## config.mk

```make
export PLATFORM = sky130hd
export DESIGN_NAME = prefix_adder
export DESIGN_NICKNAME = d
export VERILOG_FILES = /design/src/rtl/prefix_adder_pkg.sv /design/src/rtl/adder_gp_stage.sv /design/src/rtl/adder_gp_cell.sv /design/src/rtl/adder_prefix_net.sv /design/src/rtl/adder_sum_stage.sv /design/src/rtl/prefix_adder.sv
export SDC_FILE = /design/constraint.sdc
export NUM_CORES = 1
export LEC_CHECK = 0
export BUFFER_PORTS_ARGS = -buffer_cell sky130_fd_sc_hd__buf_4
export CAP_MARGIN = 30
export CORE_MARGIN = 2
export CORE_UTILIZATION = 48
export DETAILED_ROUTE_END_ITERATION = 16
export PLACE_DENSITY = 0.86
export SYNTH_ARGS = -nofsm -noshare
export SYNTH_HDL_FRONTEND = slang
export SYNTH_HIERARCHICAL = 1
export SYNTH_SLANG_ARGS = --single-unit
```

## constraint.sdc

```tcl
create_clock -name vclk -period 3.4
set_clock_uncertainty 0.2 [all_clocks]
set_input_delay 0.68 -clock vclk [all_inputs]
set_output_delay 0.68 -clock vclk [all_outputs]
set_load 0.1 [all_outputs]
```

## src/rtl/prefix_adder_pkg.sv

```systemverilog
package prefix_adder_pkg;

  typedef enum logic [1:0] {TOPO_BK, TOPO_KS, TOPO_HYB} topo_e;

  function automatic int num_levels(topo_e t, int w);
    int l;
    l = $clog2(w);
    case (t)
      TOPO_KS: num_levels = l;
      TOPO_BK: num_levels = 2 * l - 2;
      default: num_levels = l + 1;
    endcase
  endfunction

  // Lower-neighbour index combined into node i at level lvl; -1 means pass-through.
  function automatic int src_of(topo_e t, int w, int lvl, int i);
    int l, s, dl, sd;
    l = $clog2(w);
    src_of = -1;
    case (t)
      TOPO_KS: begin
        s = 1 << lvl;
        if (i >= s) src_of = i - s;
      end
      TOPO_BK: begin
        if (lvl <= l - 1) begin
          s = 1 << lvl;
          if ((i + 1) % (2 * s) == 0) src_of = i - s;
        end
        // down-sweep starts one level early, sharing it with the last up-sweep cell
        if (lvl >= l - 1 && src_of < 0) begin
          dl = 2 * l - 3 - lvl;
          sd = 1 << dl;
          if (((i + 1) % (2 * sd) == sd) && (i + 1 > 2 * sd)) src_of = i - sd;
        end
      end
      default: begin
        if (lvl == 0) begin
          if (i % 2 == 1) src_of = i - 1;
        end else if (lvl < l) begin
          s = 1 << lvl;
          if ((i % 2 == 1) && (i >= s + 1)) src_of = i - s;
        end else begin
          if ((i % 2 == 0) && (i >= 2)) src_of = i - 1;
        end
      end
    endcase
  endfunction

  function automatic int num_cells(topo_e t, int w);
    num_cells = 0;
    for (int lv = 0; lv < num_levels(t, w); lv++)
      for (int i = 0; i < w; i++)
        if (src_of(t, w, lv, i) >= 0) num_cells++;
  endfunction

endpackage

```

## src/rtl/adder_gp_stage.sv

```systemverilog
module adder_gp_stage #(
  parameter int WIDTH = 16
) (
  input  logic [WIDTH-1:0] x_i,
  input  logic [WIDTH-1:0] y_i,
  input  logic             cin_i,
  output logic [WIDTH-1:0] g_o,
  output logic [WIDTH-1:0] p_o
);
  logic [WIDTH-1:0] g_raw;

  assign g_raw = x_i & y_i;
  assign p_o   = x_i ^ y_i;

  // carry-in acts as position -1 with pair (cin, 0), merged into bit 0
  assign g_o[0] = g_raw[0] | (p_o[0] & cin_i);
  if (WIDTH > 1) begin : g_upper
    assign g_o[WIDTH-1:1] = g_raw[WIDTH-1:1];
  end
endmodule

```

## src/rtl/adder_gp_cell.sv

```systemverilog
module adder_gp_cell (
  input  logic g_hi_i,
  input  logic p_hi_i,
  input  logic g_lo_i,
  input  logic p_lo_i,
  output logic g_o,
  output logic p_o
);
  // order matters: the upper span's propagate gates the lower span's generate
  assign g_o = g_hi_i | (p_hi_i & g_lo_i);
  assign p_o = p_hi_i & p_lo_i;
endmodule

```

## src/rtl/adder_prefix_net.sv

```systemverilog
module adder_prefix_net #(
  parameter int                     WIDTH = 16,
  parameter prefix_adder_pkg::topo_e TOPO = prefix_adder_pkg::TOPO_HYB
) (
  input  logic [WIDTH-1:0] g_i,
  input  logic [WIDTH-1:0] p_i,
  output logic [WIDTH-1:0] grp_g_o
);
  localparam int NLEV = prefix_adder_pkg::num_levels(TOPO, WIDTH);

  logic [WIDTH-1:0] gs [NLEV+1];
  logic [WIDTH-1:0] ps [NLEV+1];
  logic             p_top_unused;

  assign gs[0] = g_i;
  assign ps[0] = p_i;

  for (genvar lv = 0; lv < NLEV; lv++) begin : g_lvl
    for (genvar b = 0; b < WIDTH; b++) begin : g_node
      localparam int SRC = prefix_adder_pkg::src_of(TOPO, WIDTH, lv, b);
      if (SRC >= 0) begin : g_cell
        adder_gp_cell u_cell (
          .g_hi_i (gs[lv][b]),
          .p_hi_i (ps[lv][b]),
          .g_lo_i (gs[lv][SRC]),
          .p_lo_i (ps[lv][SRC]),
          .g_o    (gs[lv+1][b]),
          .p_o    (ps[lv+1][b])
        );
      end else begin : g_pass
        assign gs[lv+1][b] = gs[lv][b];
        assign ps[lv+1][b] = ps[lv][b];
      end
    end
  end

  assign grp_g_o      = gs[NLEV];
  assign p_top_unused = ^ps[NLEV];
endmodule

```

## src/rtl/adder_sum_stage.sv

```systemverilog
module adder_sum_stage #(
  parameter int WIDTH = 16
) (
  input  logic [WIDTH-1:0] p_i,
  input  logic [WIDTH:0]   carry_i,
  output logic [WIDTH-1:0] sum_o
);
  assign sum_o = p_i ^ carry_i[WIDTH-1:0];
endmodule

```

## src/rtl/prefix_adder.sv

```systemverilog
module prefix_adder #(
  parameter int                     WIDTH = 16,
  parameter prefix_adder_pkg::topo_e TOPO = prefix_adder_pkg::TOPO_HYB
) (
  input  logic [WIDTH-1:0] x_i,
  input  logic [WIDTH-1:0] y_i,
  input  logic             cin_i,
  output logic [WIDTH-1:0] sum_o,
  output logic             cout_o
);
  logic [WIDTH-1:0] g_w;
  logic [WIDTH-1:0] p_w;
  logic [WIDTH-1:0] grp_g_w;
  logic [WIDTH:0]   carry_w;

  adder_gp_stage #(.WIDTH(WIDTH)) u_gp (
    .x_i   (x_i),
    .y_i   (y_i),
    .cin_i (cin_i),
    .g_o   (g_w),
    .p_o   (p_w)
  );

  adder_prefix_net #(.WIDTH(WIDTH), .TOPO(TOPO)) u_net (
    .g_i     (g_w),
    .p_i     (p_w),
    .grp_g_o (grp_g_w)
  );

  // group generate over [0,i] is the carry into bit i+1
  assign carry_w = {grp_g_w, cin_i};

  adder_sum_stage #(.WIDTH(WIDTH)) u_sum (
    .p_i     (p_w),
    .carry_i (carry_w),
    .sum_o   (sum_o)
  );

  assign cout_o = carry_w[WIDTH];
endmodule

```

==> results.toml, run 1 <==
[status]
status = "completed"

[grt]
overflow = 0
grt_max_degree = 4
grt_util_all_layers_pct = 26.42
first_global_vias = 972
grt_pass1_wl_um = 3967
grt_antenna_before_repair = 0

[timing]
hold_ws_ps = 1546
layout_setup_ws_ps = 40.48
fmax_ghz = 0.2977
grt_setup_unrepaired = "false"
number_of_endpoints_with_negative_hold_slack_in_the_final_report = 0
final_period_minus_worst_setup_slack_ps = 3360
drv_slew = 0
fin_crit_sh_pct = 98.81
setup-violations-final = 0
max_slew.worst_pin.slew_ps = 290.0
max-slew-margin-rel_pct = 80.83

[setup_path]
worstPathRequired_ps = 2520
timing.critical_path.fanout_max = 3
worst_setup_path_end_kind = "primary output"
worst-setup-path-type = "in -> out"
worst_setup_path_start_kind = "input port"
critical_path_arrival_ps = 2480

[job]
timing.max_cap.violations = 0

[yosys]
syn-instance-count = 98
avgSynthCellArea_um2 = 8.529
synthesis.area_um2 = 835.8
warning_count_from_the_yosys_run = 6
synth_nets = 147

[cells_and_area]
multi_input_comb_area_um2 = 1067
antenna-diode-count = 0
final_common_cell = "sky130_fd_sc_hd__buf_4"
areaGrowthSynthToFinish_pct = 86.38
drive_above_1_share_pct = 72.54
finalNetCount = 193
flops_and_latches = 0
ff_latch_area_um2 = 0
layout.filler_cells = 67
final_cell_mix = "sky130_fd_sc_hd__buf_4 (56), sky130_fd_sc_hd__a21o_1 (33), sky130_fd_sc_hd__and2_2 (17)"
clkbuf_count = 0

[placed_design]
io_buffers = 50
place.gp.congestion = 0.7443
dp_hpwl_um = 2461
placement.setup.worst_slack_ps = -6.394

[routing]
final_antenna_net_count = 0
drt_iter0_markers = 11
total_number_of_vias = 868
drt_pre_antenna_iters = 4
post_drt_wl_per_cell_um = 16.72
viasPerCell = 5.459
drc = 0
finalWirelength_um = 2659

[pwr]
power.switching_mw = 0.4628
leakage_power_summed_over_all_cells_nw = 0.8512
power.ir.vdd_worst_mv = 0.3665
pwr_density_cell_nw_per_um2 = 435.4
power.switching_fraction_pct = 68.23
proportion_of_power_drawn_by_the_clock_network_pct = 0
sequentialPowerShare_pct = 0
comb_power_share_pct = 100.0
cell_internal_pwr_mw = 0.2155

[min_path]
worstHoldPathCells = 3
worst_hold_path.endpoint = "sum_o[0]"
worst_hold_startpoint = "cin_i"
worst_hold_check_path_type = "in -> out"

[floorplan]
die_w_um = 45.73
coreArea_um2 = 1689
io_pins = 50
placement_rows = 15
start_util_pct = 49.48
floorplan.die.height_um = 45.73
dieArea_um2 = 2091

[clock_network]
hold_buffers = 0
area by class of cell:
| class | instances | share of cell area (%) |
|---|---|---|
| multi-input combinational | 82 | 68.51 |
| tap | 17 | 1.365 |
| timing repair buffer | 60 | 30.12 |
through the flow:
step / cell area, µm² / total power, mW / cells / setup TNS, ps / utilization, %
after floorplan: 1191 / 0.5462 / 98 / -616.6 / -
after global placement: 1539 / 0.6464 / 159 / 0 / 91.11
after detailed placement: 1539 / 0.6667 / 159 / -6.394 / 91.11
after CTS: 1543 / 0.6700 / 159 / 0 / 91.33
after global routing: 1558 / 0.7013 / 159 / 0 / 92.22
final: 1558 / 0.6783 / 159 / 0 / 92.22
power groups by stage:
stage	registers, mW	logic, mW	clock network (mW)
2_1_floorplan	0	0.546	0
3_3_place_gp	0	0.646	0
3_5_place_dp	0	0.667	0
4_1_cts	0	0.670	0
5_1_grt	0	0.701	0
6_report	0	0.678	0
worst max path at each step:
stage                       start        end  slack [ps]  cells after the start
after global placement     x_i[0]  sum_o[13]          40                      9
after floorplan           x_i[13]  sum_o[15]        -390                      8
after CTS                  x_i[4]  sum_o[15]          20                      9
final                      x_i[4]  sum_o[14]          40                      9
after detailed placement   x_i[0]  sum_o[13]          -6                      9
after global routing       x_i[0]  sum_o[13]           2                      9
critical path, stage by stage:
cell and delay [ps]:
sky130_fd_sc_hd__buf_4 120, sky130_fd_sc_hd__ha_4 260, sky130_fd_sc_hd__and2_2 200, sky130_fd_sc_hd__and2_2 170
sky130_fd_sc_hd__a21o_1 230, sky130_fd_sc_hd__a21o_1 200, sky130_fd_sc_hd__buf_4 160, sky130_fd_sc_hd__xor2_4 150
sky130_fd_sc_hd__buf_4 300
timing repair:
action,in CTS,in global routing
endpoints found under the setup margin,1,4
gates resized for setup,1,4
buffers inserted,0,0
layer usage:
layer	GRT usage [%]	up-vias	part of all wire, %
li1	-	403	-
met1	22.52	408	29
met2	59.72	47	63
met3	0.7937	10	4.7
met4	10.29	0	3.1
met5	0	-	0
No activity file was read; power rests on OpenSTA's default activity.
==> inputs of run 2 (changes only) <==
Clock period 3.4 ns to 3.1 ns, I/O delays scaled along.
==> run 2 against run 1 <==
- the run now fails in detailed placement
- synthesized area unchanged
- synthesized cell count unchanged
==> results.toml, run 2 <==
[status]
status = "stopped before the end"
last-stage-reached = "detailed placement"
error_line = "[ERROR DPL-0038] Utilization greater than 100%, impossible to legalize"

[floorplan]
io_pins = 50
floorplan.die.height_um = 45.73
die_w_um = 45.73
start_util_pct = 49.48
placement_rows = 15

[yosys]
synth_nets = 147
avgSynthCellArea_um2 = 8.529
syn-instance-count = 98
warning_count_from_the_yosys_run = 6
synthesis.area_um2 = 835.8

[placed_design]
io_buffers = 50
place.gp.congestion = 0.8335
run 2: metrics by stage:
stage,setup TNS (ps),instances,worst slack [ps],instance area [µm²]
global placement,-555.5,173,-126.2,1722
floorplan,-889.6,98,-213.4,1295
==> inputs of run 3 (changes only) <==
Settings changed: CORE_AREA set to 2 2 63 65, CORE_MARGIN 2 to not set, CORE_UTILIZATION 48 to not set, DIE_AREA set to 0 0 65 67, PLACE_DENSITY 0.86 to not set, PLACE_DENSITY_LB_ADDON set to 0.15.
==> run 3 against run 2 <==
- the flow now finishes without violations
==> results.toml, run 3 (same netlist as run 1, synthesis figures left out) <==
[job]
timing.max_cap.violations = 0

[timing]
setup-violations-final = 0
hold_ws_ps = 1409
fmax_ghz = 0.3231
fin_crit_sh_pct = 99.85
max_slew.worst_pin.slew_ps = 278.3
drv_slew = 0
max-slew-margin-rel_pct = 81.60
grt_setup_unrepaired = "true"
setup_tns_ps = 0
final_period_minus_worst_setup_slack_ps = 3095
number_of_endpoints_with_negative_hold_slack_in_the_final_report = 0

[floorplan]
die_w_um = 65
floorplan.die.height_um = 67
start_util_pct = 23.18
io_pins = 50
coreArea_um2 = 3606
placement_rows = 22
dieArea_um2 = 4355

[setup_path]
critical_path_arrival_ps = 2280
worst_setup_path_start_kind = "input port"
worstPathRequired_ps = 2280
worst-setup-path-type = "in -> out"
timing.critical_path.fanout_max = 3
worst_setup_path_end_kind = "primary output"

[routing]
post_drt_wl_per_cell_um = 10.73
drc = 0
drt_pre_antenna_iters = 3
finalWirelength_um = 2232
total_number_of_vias = 870
drt_iter0_markers = 7
final_antenna_net_count = 0
viasPerCell = 4.183

[cells_and_area]
layout.filler_cells = 334
final_common_cell = "sky130_fd_sc_hd__buf_4"
layout.cells.non_filler = 208
layout.cell_area.non_filler_um2 = 1913
antenna-diode-count = 0
final_cell_mix = "sky130_fd_sc_hd__buf_4 (63), sky130_fd_sc_hd__a21o_1 (33), sky130_fd_sc_hd__ha_4 (13), sky130_fd_sc_hd__xor2_4 (13), sky130_fd_sc_hd__and2_2 (10)"
areaGrowthSynthToFinish_pct = 128.9
ff_latch_area_um2 = 0
clkbuf_count = 0
flops_and_latches = 0
drive_above_1_share_pct = 76.88
multi_input_comb_area_um2 = 1146
finalNetCount = 211

[pwr]
power.ir.vdd_worst_mv = 0.3040
pwr_density_cell_nw_per_um2 = 442.2
leakage_power_summed_over_all_cells_nw = 0.9897

[grt]
grt_pass1_wl_um = 3698
first_global_vias = 926
grt_max_degree = 4
grt_util_all_layers_pct = 10.05
overflow = 0
grt_antenna_before_repair = 0

[placed_design]
place.gp.congestion = 0.7585
dpl_cell_area_um2 = 1760
io_buffers = 50
dp_hpwl_um = 2061
place_inst = 204

[min_path]
worstHoldPathCells = 3
worst_hold_check_path_type = "in -> out"

[status]
status = "completed"
## run 3: where the power goes
part | internal, mW | switching [mW] | leakage (nW)
registers | 0 | 0 | 0
logic | 0.322 | 0.524 | 0.990
clock network | 0 | 0 | 0
## run 3: per-stage QoR
stage	utilization, %	total power, mW	setup slack [ps]
floorplan	-	0.6334	-213.4
global placement	48.82	0.7625	-142.5
detailed placement	48.82	0.7682	-181.4
CTS	50.94	0.8161	-19.30
global route	53.05	0.8852	-84.37
finish	53.05	0.8459	4.775
## run 3: repair_timing
action,4_1_cts,5_1_grt
resized for setup,18,13
cloned,0,0
hold buffers,0,0
buffers inserted,1,3
endpoints found under the setup margin,11,11
pin swaps,14,12
## run 3: layer usage
| layer | track usage [%] | vias to the layer above | part of all wire, % |
|---|---|---|---|
| met5 | 0 | - | 0 |
| li1 | - | 441 | - |
| met3 | 1.351 | 0 | 6.3 |
| met2 | 20.75 | 28 | 57 |
| met1 | 11.42 | 401 | 37 |
| met4 | 0 | 0 | 0 |
## run 3: final timing paths
kind | start | end | slack (ps)
worst max-delay path | x_i[0] | sum_o[13] | 5
worst min-delay path | cin_i | sum_o[0] | 1410
## run 3: critical path: stages
cell and delay (ps):
sky130_fd_sc_hd__buf_6 100, sky130_fd_sc_hd__ha_4 220, sky130_fd_sc_hd__a21o_1 160, sky130_fd_sc_hd__a21o_1 180
sky130_fd_sc_hd__a21o_1 200, sky130_fd_sc_hd__a21o_1 200, sky130_fd_sc_hd__a21o_1 210, sky130_fd_sc_hd__xor2_4 200
sky130_fd_sc_hd__buf_12 190
## run 3: final cells by class
class                      count  share of cell area (%)
timing repair buffer          78                   36.95
multi-input combinational     82                   59.91
tap                           48                   3.139
